[config.mk]
export PLATFORM = sky130hd
export DESIGN_NAME = pow2_iir_cascade
export DESIGN_NICKNAME = d
export VERILOG_FILES = /design/src/rtl/iir_cascade_pkg.sv /design/src/rtl/iir_frame_seq.sv /design/src/rtl/iir_state_bank.sv /design/src/rtl/iir_shift_update.sv /design/src/rtl/pow2_iir_cascade.sv
export SDC_FILE = /design/constraint.sdc
export NUM_CORES = 1
export LEC_CHECK = 0
export BUFFER_PORTS_ARGS = -buffer_cell sky130_fd_sc_hd__buf_4
export CAP_MARGIN = 20
export CORE_ASPECT_RATIO = 1.5
export CORE_MARGIN = 2
export CORE_UTILIZATION = 64
export DETAILED_ROUTE_END_ITERATION = 16
export GPL_TIMING_DRIVEN = 1
export PLACE_DENSITY_LB_ADDON = 0.12
export SLEW_MARGIN = 10
export SYNTH_ARGS = -nofsm -noshare
export SYNTH_HDL_FRONTEND = slang
export SYNTH_SLANG_ARGS = --single-unit
[constraint.sdc]
create_clock -name clk -period 10.3 [get_ports clk]
set_input_delay 0.515 -clock clk [delete_from_list [all_inputs] [get_ports clk]]
set_output_delay 0.515 -clock clk [all_outputs]
set_load 0.005 [all_outputs]
[src/rtl/iir_cascade_pkg.sv]
package iir_cascade_pkg;

    // Index width that stays at least one bit for single-entry ranges.
    function automatic int idx_width(input int n);
        return (n > 1) ? $clog2(n) : 1;
    endfunction

endpackage

[src/rtl/iir_frame_seq.sv]
module iir_frame_seq
    import iir_cascade_pkg::*;
#(
    parameter int FRAME_LEN = 6,
    parameter int STAGES    = 4,
    localparam int CNT_W    = idx_width(FRAME_LEN),
    localparam int AW       = idx_width(STAGES)
) (
    input  logic          clk,
    input  logic          rst,
    output logic [CNT_W-1:0] cnt,
    output logic          stage_we,
    output logic [AW-1:0] stage_idx,
    output logic          frame_end
);
    localparam logic [CNT_W-1:0] LAST_CYC   = CNT_W'(FRAME_LEN - 1);
    localparam logic [CNT_W-1:0] LAST_STAGE = CNT_W'(STAGES - 1);

    logic [CNT_W-1:0] cnt_d, cnt_q;

    always_comb begin
        frame_end = (cnt_q == LAST_CYC);
        stage_we  = (cnt_q <= LAST_STAGE);
        stage_idx = cnt_q[AW-1:0];
        cnt_d     = frame_end ? '0 : cnt_q + CNT_W'(1);
    end

    always_ff @(posedge clk) begin
        if (rst) cnt_q <= '0;
        else     cnt_q <= cnt_d;
    end

    assign cnt = cnt_q;
endmodule

[src/rtl/iir_state_bank.sv]
module iir_state_bank #(
    parameter int DATA_W = 24,
    parameter int STAGES = 4,
    parameter int AW     = 2
) (
    input  logic                     clk,
    input  logic                     rst,
    input  logic                     we,
    input  logic [AW-1:0]            idx,
    input  logic signed [DATA_W-1:0] wdata,
    output logic signed [DATA_W-1:0] rd_self,
    output logic signed [DATA_W-1:0] rd_prev,
    output logic signed [DATA_W-1:0] rd_last
);
    logic signed [DATA_W-1:0] state_q [STAGES];

    for (genvar g = 0; g < STAGES; g++) begin : g_stage
        logic signed [DATA_W-1:0] state_d;
        always_comb begin
            state_d = state_q[g];
            if (we && idx == AW'(g)) state_d = wdata;
        end
        always_ff @(posedge clk) begin
            if (rst) state_q[g] <= '0;
            else     state_q[g] <= state_d;
        end
    end

    always_comb begin
        rd_self = state_q[idx];
        rd_prev = (idx == '0) ? '0 : state_q[idx - AW'(1)];
        rd_last = state_q[STAGES-1];
    end
endmodule

[src/rtl/iir_shift_update.sv]
module iir_shift_update #(
    parameter int DATA_W  = 24,
    parameter int K_SHIFT = 4
) (
    input  logic signed [DATA_W-1:0] x,
    input  logic signed [DATA_W-1:0] y,
    output logic signed [DATA_W-1:0] y_new
);
    logic signed [DATA_W:0] diff_wide;
    logic signed [DATA_W:0] step_wide;
    logic signed [DATA_W:0] sum_wide;

    always_comb begin
        diff_wide = {x[DATA_W-1], x} - {y[DATA_W-1], y};
        step_wide = diff_wide >>> K_SHIFT;
        sum_wide  = {y[DATA_W-1], y} + step_wide;
        y_new     = sum_wide[DATA_W-1:0];
    end
endmodule

[src/rtl/pow2_iir_cascade.sv]
module pow2_iir_cascade
    import iir_cascade_pkg::*;
#(
    parameter int DATA_W    = 24,
    parameter int K_SHIFT   = 4,
    parameter int STAGES    = 4,
    parameter int FRAME_LEN = 6,
    localparam int CNT_W    = idx_width(FRAME_LEN),
    localparam int AW       = idx_width(STAGES)
) (
    input  logic                     clk,
    input  logic                     rst,
    input  logic signed [DATA_W-1:0] din,
    output logic signed [DATA_W-1:0] dout,
    output logic                     dout_vld
);
    typedef struct packed {
        logic signed [DATA_W-1:0] dout;
        logic                     vld;
    } out_t;

    out_t out_d, out_q;

    logic [CNT_W-1:0]         cnt_q;
    logic                     stage_we;
    logic [AW-1:0]            stage_idx;
    logic                     frame_end;
    logic signed [DATA_W-1:0] y_cur, y_prev, y_last, x_sel, y_new, last_now;

    iir_frame_seq #(.FRAME_LEN(FRAME_LEN), .STAGES(STAGES)) u_seq (
        .clk(clk), .rst(rst), .cnt(cnt_q), .stage_we(stage_we),
        .stage_idx(stage_idx), .frame_end(frame_end)
    );

    iir_state_bank #(.DATA_W(DATA_W), .STAGES(STAGES), .AW(AW)) u_bank (
        .clk(clk), .rst(rst), .we(stage_we), .idx(stage_idx), .wdata(y_new),
        .rd_self(y_cur), .rd_prev(y_prev), .rd_last(y_last)
    );

    iir_shift_update #(.DATA_W(DATA_W), .K_SHIFT(K_SHIFT)) u_upd (
        .x(x_sel), .y(y_cur), .y_new(y_new)
    );

    always_comb begin
        x_sel    = (stage_idx == '0) ? din : y_prev;
        // Bypass when the last stage is written in the frame's final cycle.
        last_now = (stage_we && stage_idx == AW'(STAGES - 1)) ? y_new : y_last;
        out_d.vld  = frame_end;
        out_d.dout = frame_end ? last_now : out_q.dout;
    end

    always_ff @(posedge clk) begin
        if (rst) out_q <= '0;
        else     out_q <= out_d;
    end

    assign dout     = out_q.dout;
    assign dout_vld = out_q.vld;
endmodule

== After elaboration in Yosys (flattened, before gate mapping) ==
Memories as Yosys holds them, arrays and structs flattened. A register that Yosys moved wholly into a read port is not among the register bits.
Index checks and enable logic that the tools add are counted.

* Output and inout bits: 25
* Bits in registers: 28
* Word-level logic and storage cells: 42
* RAM bits: 96
* Input bits: 26
* Memories: 1

* Equality and inequality tests: 7
* Bitwise logic cells: 4
* Reductions and logical operators: 9
* Mux-type cells: 13
* $lt $le $gt $ge: 1
* Add/subtract/negate cells: 4

{| class="wikitable"
|+ Memory list
! name !! words !! width !! read ports !! clocked after Yosys merged registers in !! write ports !! line !! RTL
|-
| u_bank.state_q || 4 || 24 || 3 || 1 || 4 || iir_state_bank.sv:15 || <nowiki>logic signed [DATA_W-1:0] state_q [STAGES];</nowiki>
|}

{| class="wikitable"
|+ Operator list
! kind !! number
|-
| 2-to-1 mux 24 bit || 9
|-
| subtractor 24 x 24 -> 25 bit || 1
|-
| adder 24 x 21 -> 24 bit || 1
|-
| AND reduction 2 bit || 3
|-
| equality test 2 bit, second input constant || 2
|-
| logical AND 1 bit || 4
|-
| OR 1 bit || 4
|-
| adder 3 x 1 -> 3 bit, second input constant || 1
|-
| equality test 3 bit, second input constant || 1
|-
| <= comparator 3 x 2 -> 1 bit, second input constant || 1
|-
| 2-to-1 mux 1 bit || 3
|-
| inequality test 1 bit, second input constant || 3
|-
| equality test 2 x 1 -> 1 bit, second input constant || 1
|-
| logical NOT 2 bit || 1
|-
| 2-to-1 mux 2 bit || 1
|-
| OR reduction 2 bit || 1
|-
| subtractor 2 x 1 -> 2 bit, second input constant || 1
|}

== Logic depth before layout (Yosys ltp) ==
An unclocked memory read counts as a cell.

* Depth after elaboration: 7
* Gate-level depth with buffers: 32
* Depth with buffers taken out: 27

== Hierarchy ==
From an unflattened synthesis, not the netlist that was laid out.

* Cells, all modules: 870
* Area, all modules: 8758.4 µm²

{| class="wikitable"
|+ By module, submodules not included
! module !! seq. area each (µm²) !! area each (µm²) !! cells each !! instances
|-
| iir_state_bank || 2642.5 || 5097.4 || 388 || 1
|-
| iir_shift_update || 0.0 || 2140.8 || 301 || 1
|-
| pow2_iir_cascade || 500.5 || 1362.6 || 164 || 1
|-
| iir_frame_seq || 60.1 || 157.7 || 17 || 1
|}

== Least setup slack after synthesis ==
No wires, ideal clock.

* Path kind: register to register
* From: register u_seq.cnt_q[0] (netlist: u_seq.cnt[0])
* To: memory u_bank.state_q[2][17], data pin
* Slack: 4.023 ns
* Clock period less this slack: 6.277 ns
* Setup time: 0.265 ns
* Cell stages (with the launch flop): 33
* Arrival: 6.012 ns
* Required time: 10.035 ns
* Cell sequence: dfxtp_1 -> buf_6 -> buf_6 -> inv_1 -> ha_1 -> clkbuf_1 -> clkbuf_1 -> mux4_2 -> mux2_2 -> ha_1 -> clkbuf_1 -> nand2_1 -> nor3_1 -> a311oi_2 -> o31ai_1 -> nand2_1 -> o21ai_0 -> a21o_1 -> a21oi_1 -> xnor2_1 -> ha_1 -> clkbuf_1 -> a21oi_1 -> o21ai_0 -> a21oi_1 -> nor2b_1 -> o21ai_0 -> nand2b_1 -> a21oi_1 -> inv_1 -> or3_1 -> nand2_1 -> nor2_1

{| class="wikitable"
|+ RTL lines
! element !! line !! RTL
|-
| from (decl) || iir_frame_seq.sv:19 || <nowiki>logic [CNT_W-1:0] cnt_d, cnt_q;</nowiki>
|-
| from (signal assigned) || iir_frame_seq.sv:30 || <nowiki>else cnt_q <= cnt_d;</nowiki>
|-
| to (decl) || iir_state_bank.sv:15 ||
|}

== Final worst setup path ==
* From: register u_seq.cnt_q[0] (netlist: u_seq.cnt[0])
* To: register, netlist name dout[23]

* Longest elaborated chain between the ends: 6
* Elaborated cells between the ends (all ways): 11
* Those cells by class: add/sub: 3; order compare: 1; eq/ne: 2; mux: 2; reduce/logical: 2; memory: 1

{| class="wikitable"
|+ RTL lines
! element
|-
| subtractor 2 x 1 -> 2 bit
|-
| memory (4 x 24 bit)
|-
| 2-to-1 mux 24 bit
|-
| subtractor 24 x 24 -> 25 bit
|-
| adder 24 x 21 -> 24 bit
|-
| 2-to-1 mux 24 bit
|}

Parallel ways exist; a longest one is shown, timed or not.
A chain may end at the register's enable or synchronous reset.

==> results by group <==
Layout
  • Filler-free cell count of the finished design: 1,034
  • Final #Nets: 938
  • Antenna diodes: 0
  • Share of cells above drive strength 1: 21.1%
  • Layout area overhead: 14.0%

Detailed routing
  • Residual DRC: 0
  • Pre-antenna DRT Iters: 8
  • Avg WL per Cell: 24.1 um
  • Vias: 7,024
  • Routed vias/inst: 6.79
  • Post-DRT Antenna Nets: 0
  • Iter 0 DRT Violations: 614
  • Final wirelength: 25.0 mm

Critical path
  • Worst Path Arrival: 8.04 ns
  • CP max stage delay: 0.65 ns
  • R2R Setup Slk: 2.53 ns
  • WS Path Type: reg2reg
  • Crit end category: register
  • CP max-delay cell: buf_4
  • Worst setup path startpoint: u_seq.cnt[0]
  • Worst flop-to-flop path startpoint: u_seq.cnt[0]
  • Req. time, crit path: 10.58 ns
  • Worst Setup Start Kind: register
  • CP max FO: 52

Yosys
  • Yosys reg bits: 124
  • Commonest cells post-synth: 114 x nor2_1, 72 x edfxtp_1, 57 x nand2_1
  • Mean Syn Cell Area: 10.3 sq um
  • FFs w/ async S/R, synth: 0%
  • Synthesized cell area: 0.00843 sq mm
  • Synth area leader: edfxtp_1
  • Most common cell in the netlist: nor2_1
  • Post-synth EDFFs: 72
  • Syn Inst Count: 820
  • Synth area leaders: edfxtp_1 26%, mux4_2 13%, dfxtp_1 12%, ha_1 7.3%, nor2_1 5.1%
  • Seq/Total Area, Yosys: 38.0%
  • Cell variety after synth: 69
  • Synth warn: 0
  • Area share of the leading cell type in the synthesized netlist: 25.6%
  • Top_reg_cell synth: edfxtp_1
  • Syn Nets: 896

Clock tree
  • Clk pin slew, worst setup/hold paths: 0.06 ns
  • Clk Tree Root Cell: clkbuf_16
  • CTS tree: yes
  • Clk sinks: 124
  • Clock latency at the later pin of the worst-skew pair: 0.43 ns
  • # resized after CTS: 0
  • CTS Buffer Depth: 2
  • Setup Buffers After CTS: 0
  • Hold-fix buffers, CTS: 0
  • H-tree levels: 4
  • TritonCTS buffer count: 17

Status
  • Status: finished, final reports clean

Timing
  • Final setup vio count: 0
  • Max-slew violation count: 0
  • Final hold violation count: 0
  • Final worst path period share: 75.4%
  • RSZ-0062 raised after global routing: no
  • TNS Setup: 0 ns
  • Fmax achieved: 129 MHz
  • Slew HR: 30.8%
  • Clk_skew: 0.0139 ns
  • Crit path time final: 7.77 ns
  • Worst slew pin tran: 1.03 ns

Floorplanning
  • Die Y: 145 um
  • Die Area: 0.0141 sq mm
  • Core ar.: 0.0130 sq mm
  • Die X: 97.7 um
  • Row count: 51
  • I/O Pins: 51
  • Initial Utilization: 65.1%

Placement
  • Post-DP HPWL: 17.3 mm
  • Count of input and output buffers: 50
  • Routability cong.: 0.981
  • Placed Cells incl. Taps: 1,000

Hold path
  • Tightest Hold Check Type: reg2reg
  • Hold Path Origin: dout[11]

Global route
  • Initial antenna violation count: 0
  • Vias in the first global route: 6,998
  • Largest net degree at the start of global routing: 53
  • First-pass GRT wire length: 37.7 mm
  • Overflow after GRT: 0
  • Total global-route track usage: 36.1%

Flow run
  • Max Cap Viol: 0
-- layout by cell type, fill, tap and decap left out, types with 7 or more instances in the layout --
master and count:
a21o_1 30, a21oi_1 44, a31oi_1 7, and2_1 8, and3_1 7, buf_4 59, clkbuf_16 18, dfxtp_1 50
edfxtp_1 72, ha_1 49, inv_1 46, mux2_2 21, mux4_2 47, nand2_1 57, nand2b_1 11, nand3_1 8
nand4_1 7, nor2_1 114, nor2b_1 11, nor3_1 11, o21a_1 11, o21ai_0 33, o21bai_1 9, or3_1 7
xnor2_1 25, xor2_1 11
-- registers in the layout, indices dropped and copies added (netlist names) --
signal / count
dout: 24
u_seq.cnt: 3
dout_vld: 1
u_bank.state_q: 96
-- critical path, delay by kind of cell, from the launching register on --
family	cells	cell delay (ns)
adders and majority gates	3	1.20
DFF	1	0.32
buffers and inverters	4	1.40
xor gates and xnor gates	2	0.58
muxes	2	0.66
AOI/OAI and AO/OA	12	2.70
and+or+nand+nor	3	0.72
-- cells by family after synthesis --
| group | Yosys count | synth area share [%] |
|---|---|---|
| simple gates | 253 | 13.6 |
| compound gates | 194 | 16.2 |
| flops | 124 | 38.0 |
| buf+inv | 87 | 4.10 |
| mux | 74 | 16.4 |
| fa+ha+maj | 50 | 7.51 |
| xor+xnor | 38 | 4.20 |
-- metal layers --
| layer | track usage [%] | routed length, um |
|---|---|---|
| met1 | 39.5 | 8510 |
| met2 | 64.2 | 12900 |
| met3 | 6.81 | 1880 |
| met4 | 23.1 | 1650 |
| met5 | 0 | 0 |
-- per-stage QoR --
stage | hold slack, ns | util (%) | worst slack [ns] | cell area, sq um
final | 0.448 | 74.2 | 2.53 | 9610
after global routing | 0.472 | 74.2 | 2.19 | 9610
after global placement | 0.438 | 68.8 | 3.00 | 8910
after detailed placement | 0.444 | 69.2 | 2.75 | 8960
after floorplan | 0.446 | - | 4.02 | 8430
after CTS | 0.454 | 73.9 | 2.64 | 9570
-- path summary, 6_finish.rpt --
kind	to	cells past startpoint
hold reg to reg	dout[11]	2
hold / removal	dout[11]	2
setup / recovery	dout[23]	26
setup reg to reg	dout[23]	26
-- layout make-up --
type	instances	area, sq um
well taps	159	199
repair buffers	63	541
fillers	916	3340
flip-flops and latches	124	3210
inverters	47	176
multi-input cells	609	4890
clock inverters	13	143
clock buffers	19	464
Power is not shown: default switching activity piles up to over one toggle a cycle in this logic, so the estimate is an artifact.
